<file path="src/rtl/pk_unpack_pkg.sv">
package pk_unpack_pkg;
  localparam logic [6:0] GRP_OPCODE = 7'b1110111;
  localparam logic [2:0] GRP_FUNCT3 = 3'b000;
  localparam logic [6:0] GRP_FUNCT7 = 7'b1010110;
  localparam int unsigned WORD_W   = 32;
  localparam int unsigned RIDX_W   = 5;

  typedef struct packed {
    logic       legal;
    logic       sext;
    logic [1:0] hi_sel;
    logic [1:0] lo_sel;
  } unpk_ctrl_t;
endpackage

</file>
<file path="src/rtl/pk_unpack_rst_sync.sv">
module pk_unpack_rst_sync #(
  parameter int unsigned STAGES = 2
) (
  input  logic clk,
  input  logic rst_n,
  output logic rst_n_sync
);
  logic [STAGES-1:0] sync_q;

  always_ff @(posedge clk or negedge rst_n) begin
    if (!rst_n) sync_q <= '0;
    else        sync_q <= {sync_q[STAGES-2:0], 1'b1};
  end

  assign rst_n_sync = sync_q[STAGES-1];
endmodule

</file>
<file path="src/rtl/pk_unpack_decode.sv">
module pk_unpack_decode
  import pk_unpack_pkg::*;
(
  input  logic [31:0] instr_i,
  output unpk_ctrl_t  ctrl_o
);
  logic       grp_hit;
  logic       sel_hit;
  logic [4:0] sel;

  assign sel     = instr_i[24:20];
  assign grp_hit = (instr_i[31:25] == GRP_FUNCT7) &&
                   (instr_i[14:12] == GRP_FUNCT3) &&
                   (instr_i[6:0]   == GRP_OPCODE);

  // Bit 2 of the selector separates sign from zero extension.
  always_comb begin
    sel_hit = 1'b1;
    ctrl_o  = '0;
    ctrl_o.sext = ~sel[2];
    unique casez (sel)
      5'b01?00: begin ctrl_o.hi_sel = 2'd1; ctrl_o.lo_sel = 2'd0; end
      5'b01?01: begin ctrl_o.hi_sel = 2'd2; ctrl_o.lo_sel = 2'd0; end
      5'b01?10: begin ctrl_o.hi_sel = 2'd3; ctrl_o.lo_sel = 2'd0; end
      5'b01?11: begin ctrl_o.hi_sel = 2'd3; ctrl_o.lo_sel = 2'd1; end
      5'b10?11: begin ctrl_o.hi_sel = 2'd3; ctrl_o.lo_sel = 2'd2; end
      default:  sel_hit = 1'b0;
    endcase
    ctrl_o.legal = grp_hit & sel_hit;
  end
endmodule

</file>
<file path="src/rtl/pk_unpack_lane.sv">
module pk_unpack_lane
  import pk_unpack_pkg::*;
(
  input  logic [WORD_W-1:0] word_i,
  input  unpk_ctrl_t        ctrl_i,
  output logic [WORD_W-1:0] word_o
);
  logic [7:0] byte_hi;
  logic [7:0] byte_lo;
  logic [7:0] fill_hi;
  logic [7:0] fill_lo;

  assign byte_hi = word_i[{ctrl_i.hi_sel, 3'b000} +: 8];
  assign byte_lo = word_i[{ctrl_i.lo_sel, 3'b000} +: 8];
  assign fill_hi = {8{ctrl_i.sext & byte_hi[7]}};
  assign fill_lo = {8{ctrl_i.sext & byte_lo[7]}};
  assign word_o  = {fill_hi, byte_hi, fill_lo, byte_lo};
endmodule

</file>
<file path="src/rtl/pk_unpack_unit.sv">
module pk_unpack_unit
  import pk_unpack_pkg::*;
#(
  parameter int unsigned XLEN = 64
) (
  input  logic              clk,
  input  logic              rst_n,
  input  logic              in_valid,
  input  logic [31:0]       in_instr,
  input  logic [XLEN-1:0]   in_src,
  output logic              out_valid,
  output logic              out_illegal,
  output logic [RIDX_W-1:0] out_rd,
  output logic [XLEN-1:0]   out_result
);
  localparam int unsigned NWORDS = XLEN / WORD_W;

  logic             rst_n_int;
  unpk_ctrl_t       ctrl;
  logic [XLEN-1:0]  lane_res;

  logic              vld_d, vld_q;
  logic              ill_d, ill_q;
  logic              data_en;
  logic [XLEN-1:0]   res_d, res_q;
  logic [RIDX_W-1:0] rd_d, rd_q;

  pk_unpack_rst_sync #(.STAGES(2)) rst_sync_i (
    .clk        (clk),
    .rst_n      (rst_n),
    .rst_n_sync (rst_n_int)
  );

  pk_unpack_decode dec_i (
    .instr_i (in_instr),
    .ctrl_o  (ctrl)
  );

  for (genvar w = 0; w < NWORDS; w++) begin : g_lane
    pk_unpack_lane lane_i (
      .word_i (in_src[w*WORD_W +: WORD_W]),
      .ctrl_i (ctrl),
      .word_o (lane_res[w*WORD_W +: WORD_W])
    );
  end

  always_comb begin
    data_en = in_valid;
    vld_d   = in_valid;
    ill_d   = in_valid & ~ctrl.legal;
    res_d   = ctrl.legal ? lane_res : '0;
    rd_d    = in_instr[11:7];
  end

  always_ff @(posedge clk or negedge rst_n_int) begin
    if (!rst_n_int) begin
      vld_q <= 1'b0;
      ill_q <= 1'b0;
    end else begin
      vld_q <= vld_d;
      ill_q <= ill_d;
    end
  end

  always_ff @(posedge clk or negedge rst_n_int) begin
    if (!rst_n_int) begin
      res_q <= '0;
      rd_q  <= '0;
    end else if (data_en) begin
      res_q <= res_d;
      rd_q  <= rd_d;
    end
  end

  assign out_valid   = vld_q;
  assign out_illegal = ill_q;
  assign out_rd      = rd_q;
  assign out_result  = res_q;
endmodule

</file>
<file path="config.mk">
export PLATFORM = sky130hd
export DESIGN_NAME = pk_unpack_unit
export DESIGN_NICKNAME = d
export VERILOG_FILES = /design/src/rtl/pk_unpack_pkg.sv /design/src/rtl/pk_unpack_rst_sync.sv /design/src/rtl/pk_unpack_decode.sv /design/src/rtl/pk_unpack_lane.sv /design/src/rtl/pk_unpack_unit.sv
export SDC_FILE = /design/constraint.sdc
export NUM_CORES = 1
export LEC_CHECK = 0
export ABC_CLOCK_PERIOD_IN_PS = 1700
export CORE_AREA = 2 2 110 112
export DETAILED_ROUTE_END_ITERATION = 6
export DIE_AREA = 0 0 112 114
export SYNTH_ARGS = -nofsm -noshare
export SYNTH_HDL_FRONTEND = slang
export SYNTH_SLANG_ARGS = --single-unit
</file>
<file path="constraint.sdc">
create_clock -name clk -period 1.7 [get_ports clk]
set_input_delay 0.34 -clock clk [delete_from_list [all_inputs] [get_ports clk]]
set_output_delay 0.34 -clock clk [all_outputs]
set_load 0.01 [all_outputs]
</file>
[Word-level counts from Yosys, hierarchy flattened]
Cells that the tools add are included.
Word-level totals
  register bits after elaboration: 73
  bits of input ports: 99
  output and inout port bits: 71
  logic and storage cells: 31
Operators by class
  equal/unequal tests: 7
  shifts and indexed selects: 4
  muxes and demuxes: 3
  bitwise operators: 8
  reduce and logical (&&, ||, !) cells: 4
Operators with widths (count)
  variable part select 32 x 6 -> 8 bit: 4
  two-way mux 64 bit: 1
  one-hot mux 4 bit (5 select lines): 1
  equality test 4 x 3 -> 1 bit (second input constant): 4
  equality test 7 bit (second input constant): 2
  bitwise AND 1 bit: 6
  OR reduction 5 bit: 1
  equality test 4 bit (second input constant): 1
  zero test 3 bit: 1
  logical AND 1 bit: 2
  NOT 1 bit: 2
  two-way mux 1 bit: 1

[Logic depth before layout (Yosys ltp)]
  word-level depth: 6
  gate-level depth with buffers: 7

[By module]
Synthesis repeated with hierarchy kept, for this count alone.
Second synthesis, totals
  cell total of the unflattened synthesis: 383
  area total of the unflattened synthesis: 4224.1 um2
By module, submodules not included
  pk_unpack_unit: times used 1, cells an instance 291, area each 2950.3 um2, seq. area each 1776.7 um2
  pk_unpack_lane: times used 2, cells an instance 36, area each 560.5 um2, seq. area each 0.0 um2
  pk_unpack_decode: times used 1, cells an instance 17, area each 98.8 um2, seq. area each 0.0 um2
  pk_unpack_rst_sync: times used 1, cells an instance 3, area each 53.8 um2, seq. area each 50.0 um2

[Worst setup path after synthesis]
Ideal clock, no wire load.
  kind: input port to flip-flop
  from: in in_instr[28]
  to: reg res_q[31], in the netlist out_result[31]
  data arrival time: 1609 ps
  setup slack: -10 ps
  cell stages on the path: 5
  path through: nor4bb_1 nand3b_1 or4b_1 buf_2 o32ai_1
Between the ends
  cells in the longest elaborated chain, start to end: 5
Ends and longest elaborated chain
  start, declared: RTL line pk_unpack_unit.sv:9  | input logic [31:0] in_instr,
  equality test 7 bit: RTL line pk_unpack_decode.sv:12  | assign grp_hit = (instr_i[31:25] == GRP_FUNCT7) &&
  logical AND 1 bit: RTL line pk_unpack_decode.sv:12
  logical AND 1 bit: RTL line pk_unpack_decode.sv:13  | (instr_i[14:12] == GRP_FUNCT3) &&
  bitwise AND 1 bit: RTL line pk_unpack_decode.sv:29  | ctrl_o.legal = grp_hit & sel_hit;
  two-way mux 64 bit: RTL line pk_unpack_unit.sv:51  | res_d = ctrl.legal ? lane_res : '0;
  end signal, assigned: RTL line pk_unpack_unit.sv:70  | res_q <= res_d;
  end, declared: RTL line pk_unpack_unit.sv:25  | logic [XLEN-1:0] res_d, res_q;
No other way between the ends.
A chain may end at the register's enable or synchronous reset.

[Worst setup path in the final report]
  from: in in_instr[21]
  to: reg res_q[31], in the netlist out_result[31]
Between the ends
  cells in the longest elaborated chain, start to end: 5
  elaborated cells between the ends (all ways): 12
  those cells by class: eq/ne: 5; shift: 1; mux: 3; bitwise: 2; reduce/logical: 1
Ends and longest elaborated chain
  equality test 4 bit or equality test 4 x 3 -> 1 bit (tied branches): RTL line pk_unpack_decode.sv:21  | unique casez (sel)
  one-hot mux 4 bit (5 select lines) or OR reduction 5 bit (tied branches)
  variable part select 32 x 6 -> 8 bit or two-way mux 1 bit (tied branches): RTL line pk_unpack_lane.sv:13, pk_unpack_decode.sv:21
  bitwise AND 1 bit, on equally long branches: RTL line pk_unpack_lane.sv:15, pk_unpack_decode.sv:29
  two-way mux 64 bit (*): RTL line pk_unpack_unit.sv:51
Every way passes the cells marked *; elsewhere a longest branch is shown, timed or not.

==> flow_summary.ini <==
[place]
hpwl_um = 7800
gp_congestion = 0.793
numPortBuffers = 164

[worst_setup_path]
crit_path_max_incr_delay_ps = 580
cp-start-kind = input port
cp_slowest_cell = or4b_4
crit_type = input port to flop
worst-path-buf-inv = 3
end_kind = flop
worstPathRequired_ps = 1850
crit_family = simple AND/OR/NAND/NOR gates
crit_arrival_ps = 1820
crit_cells = 7
r2r_cells = 2
path_max_fanout = 8
path_cells = buf_2 -> buf_6 -> or4b_4 -> buf_12 -> o22ai_2 -> a221o_1 -> o32ai_2

[pwr]
powerDensity_nw_per_um2 = 538
pwr-share-comb = 0.224
clock_power_share = 0.386
peakVddDrop_uv = 372
internal_power_w = 0.00215
seqPwrFrac = 0.390
p_sw_w = 0.000681
p_sw_frac = 0.241
p_leak_nw = 2.16

[global_routing]
gr-total-overflow = 0
grt_max_degree = 34
grt_usage = 0.163
grt_first_pass_wirelength_um = 16300
grt_antenna_before_repair = 0
grt_pass1_vias = 2983

[logic_synthesis]
ys_ff_latch = 45
synth_async_sr_flop_share = 1.00
synth_fp_nets = 358
yosysSeqAreaShare = 0.400
ys_warn_count = 0
netlist_area_um2 = 2810
synth-main-ff-cell = dfrtp_1
synth_edf_count = 0
avgSynthCellArea_um2 = 10.9
synth_cell_types = 27
syn_inst = 259

[sta]
period_share = 0.979
slew_viol_final = 0
finalCriticalPeriod_ps = 1660
finalSetupTns_ps = 0
slew_headroom = 0.580
rsz0062_at_grt = yes
finalHoldViolCount = 0
worst_pin_slew_ps = 630
fmax_mhz = 601
finalClockSkew_ps = 6.89
setup_viol = 0
whs_ps = 211

[routing]
drt_iter0_markers = 139
first_pass_iters = 4
vias = 2851
viasPerCell = 5.05
drc = 0
drt-total-wl_um = 10900
routedWlPerCell_um = 19.4
ant_nets = 0

[die]
die_h_um = 114
start_util = 0.240
io-pin-count = 170
die_area_um2 = 12800
die_w_um = 112
core_area_um2 = 11700
rows = 40

[job]
drv_cap = 0

[clocking]
tritoncts = done
path_clk_slew_ps = 70
cts.sinks = 45
clockBufferDepth = 2
ctsHoldBuffers = 0
clkLatencyLatePin_ps = 280
root_buffer = clkbuf_16
cts_buffers = 5
htreeDepth = 2

[final_layout]
antennaDiodeCount = 0
layout.nets = 516
finish.utilization = 0.449
area_growth_pct = 86.8
final_layout_size_suffix_gt1_frac = 0.306

[min_path]
hold_path.class = input port to asynchronous set/reset pin

[status]
status = finished, final reports clean
cell type report:
cell class                      count  area, um^2
Clock buffer                        6         129
Clock inverter                      2        35.0
Fill cell                        1109        6450
Inverter                            6        22.5
Multi-Input combinational cell    156        1700
Sequential cell                    45        1130
Tap cell                          147         184
Timing Repair Buffer              203        2060
cell families (layout without fill, tap and decap cells):
group                  after synthesis  count (layout)  share of synthesized area
AOI/OAI and AO/OA                   85              85                      0.242
buffers and inverters               58             217                      0.125
DFF                                 45              45                      0.400
muxes                               36              36                      0.137
other                                1               1                    0.00133
and+or+nand+nor                     34              34                     0.0938
synthesized netlist by cell type, types with 2 or more instances:
cell / n / area share
dfrtp_1: 45 / 0.40
o22ai_1: 32 / 0.071
o2bb2ai_1: 32 / 0.10
buf_4: 28 / 0.075
mux2_2: 21 / 0.084
nor3b_1: 17 / 0.045
a221o_1: 16 / 0.057
clkbuf_1: 15 / 0.020
mux2i_1: 15 / 0.053
buf_2: 6 / 0.011
inv_1: 6 / 0.0080
o32ai_1: 4 / 0.012
buf_6: 3 / 0.012
nor2_1: 3 / 0.0040
nor2b_1: 2 / 0.0044
nor4bb_1: 2 / 0.0071
or4b_1: 2 / 0.0071
power groups by stage:
stage                     Sequential [W]  Clock, W  Combinational [W]
after floorplan                  0.00114         0           0.000208
after global placement           0.00112         0           0.000579
after detailed placement         0.00112         0           0.000586
after CTS                        0.00110   0.00112           0.000611
after global routing             0.00111   0.00118           0.000675
final                            0.00110   0.00109           0.000633
path summary, 6_finish.rpt:
| kind | from | to | slack, ps |
|---|---|---|---|
| worst max-delay path | in_instr[21] | out_result[31] | 40 |
| worst min-delay path | rst_n | rst_sync_i.sync_q[0] | 210 |
| worst max register to register | out_result[15] | out_result[15] | 920 |
| worst min register to register | rst_sync_i.sync_q[1] | out_rd[1] | 210 |
| max in group asynchronous | rst_sync_i.sync_q[1] | out_result[34] | 990 |
| min in group clk | rst_sync_i.sync_q[0] | rst_sync_i.sync_q[1] | 350 |
per-layer routing:
metal  global-route usage  part of all wire
met4               0.0390             0.012
met1                0.211              0.43
met3               0.0457             0.071
met5                    0                 0
met2                0.272              0.49
registers in the layout (all words and copies together) (netlist names):
register           count
out_valid              1
out_illegal            1
rst_sync_i.sync_q      2
out_rd                 5
out_result            36
cells in the final DEF (no fill, tap or decap), types with 2 or more instances in the layout:
| cell type | netlist | routed |
|---|---|---|
| buf_16 | 0 | 3 |
| o2bb2ai_2 | 0 | 25 |
| mux2_2 | 21 | 21 |
| o22ai_2 | 0 | 2 |
| o32ai_2 | 0 | 3 |
| buf_12 | 0 | 7 |
| nor2_1 | 3 | 3 |
| o2bb2ai_1 | 32 | 2 |
| o22ai_1 | 32 | 30 |
| clkbuf_16 | 0 | 6 |
| buf_2 | 6 | 6 |
| or4b_4 | 0 | 2 |
| nor2b_4 | 0 | 2 |
| buf_4 | 28 | 26 |
| clkbuf_2 | 0 | 2 |
| dlygate4sd2_1 | 0 | 10 |
| dfrtp_2 | 0 | 5 |
| clkdlybuf4s50_1 | 0 | 142 |
| a221o_1 | 16 | 16 |
| nor4bb_4 | 0 | 2 |
| dfrtp_1 | 45 | 40 |
| mux2i_1 | 15 | 15 |
| o2bb2ai_4 | 0 | 5 |
| nor3b_1 | 17 | 17 |
| inv_1 | 6 | 5 |
| buf_6 | 3 | 5 |
through the flow:
| stage | worst slack [ps] | area (um^2) | total power (W) | std cells |
|---|---|---|---|---|
| floorplan | -1.91 | 2820 | 0.00134 | 259 |
| global placement | -589 | 4560 | 0.00170 | 543 |
| detailed placement | -680 | 4560 | 0.00171 | 543 |
| CTS | -3.45 | 5090 | 0.00283 | 565 |
| global route | -7.96 | 5260 | 0.00296 | 565 |
| finish | 35.9 | 5260 | 0.00283 | 565 |
worst reg2reg max path, delay by kind of cell, from the launching register on:
family	cells	cell delay [ps]
compound gates	1	80
buf+inv	1	110
flops	1	460
repair_timing:
item	4_1_cts	5_1_grt
cloned	4	1
setup endpoints to repair	68	37
hold endpoints to repair	0	0
setup buffers	10	0
resized for setup	91	33
pin swaps	12	14
Note: power is estimated with default switching activity, not from simulation.
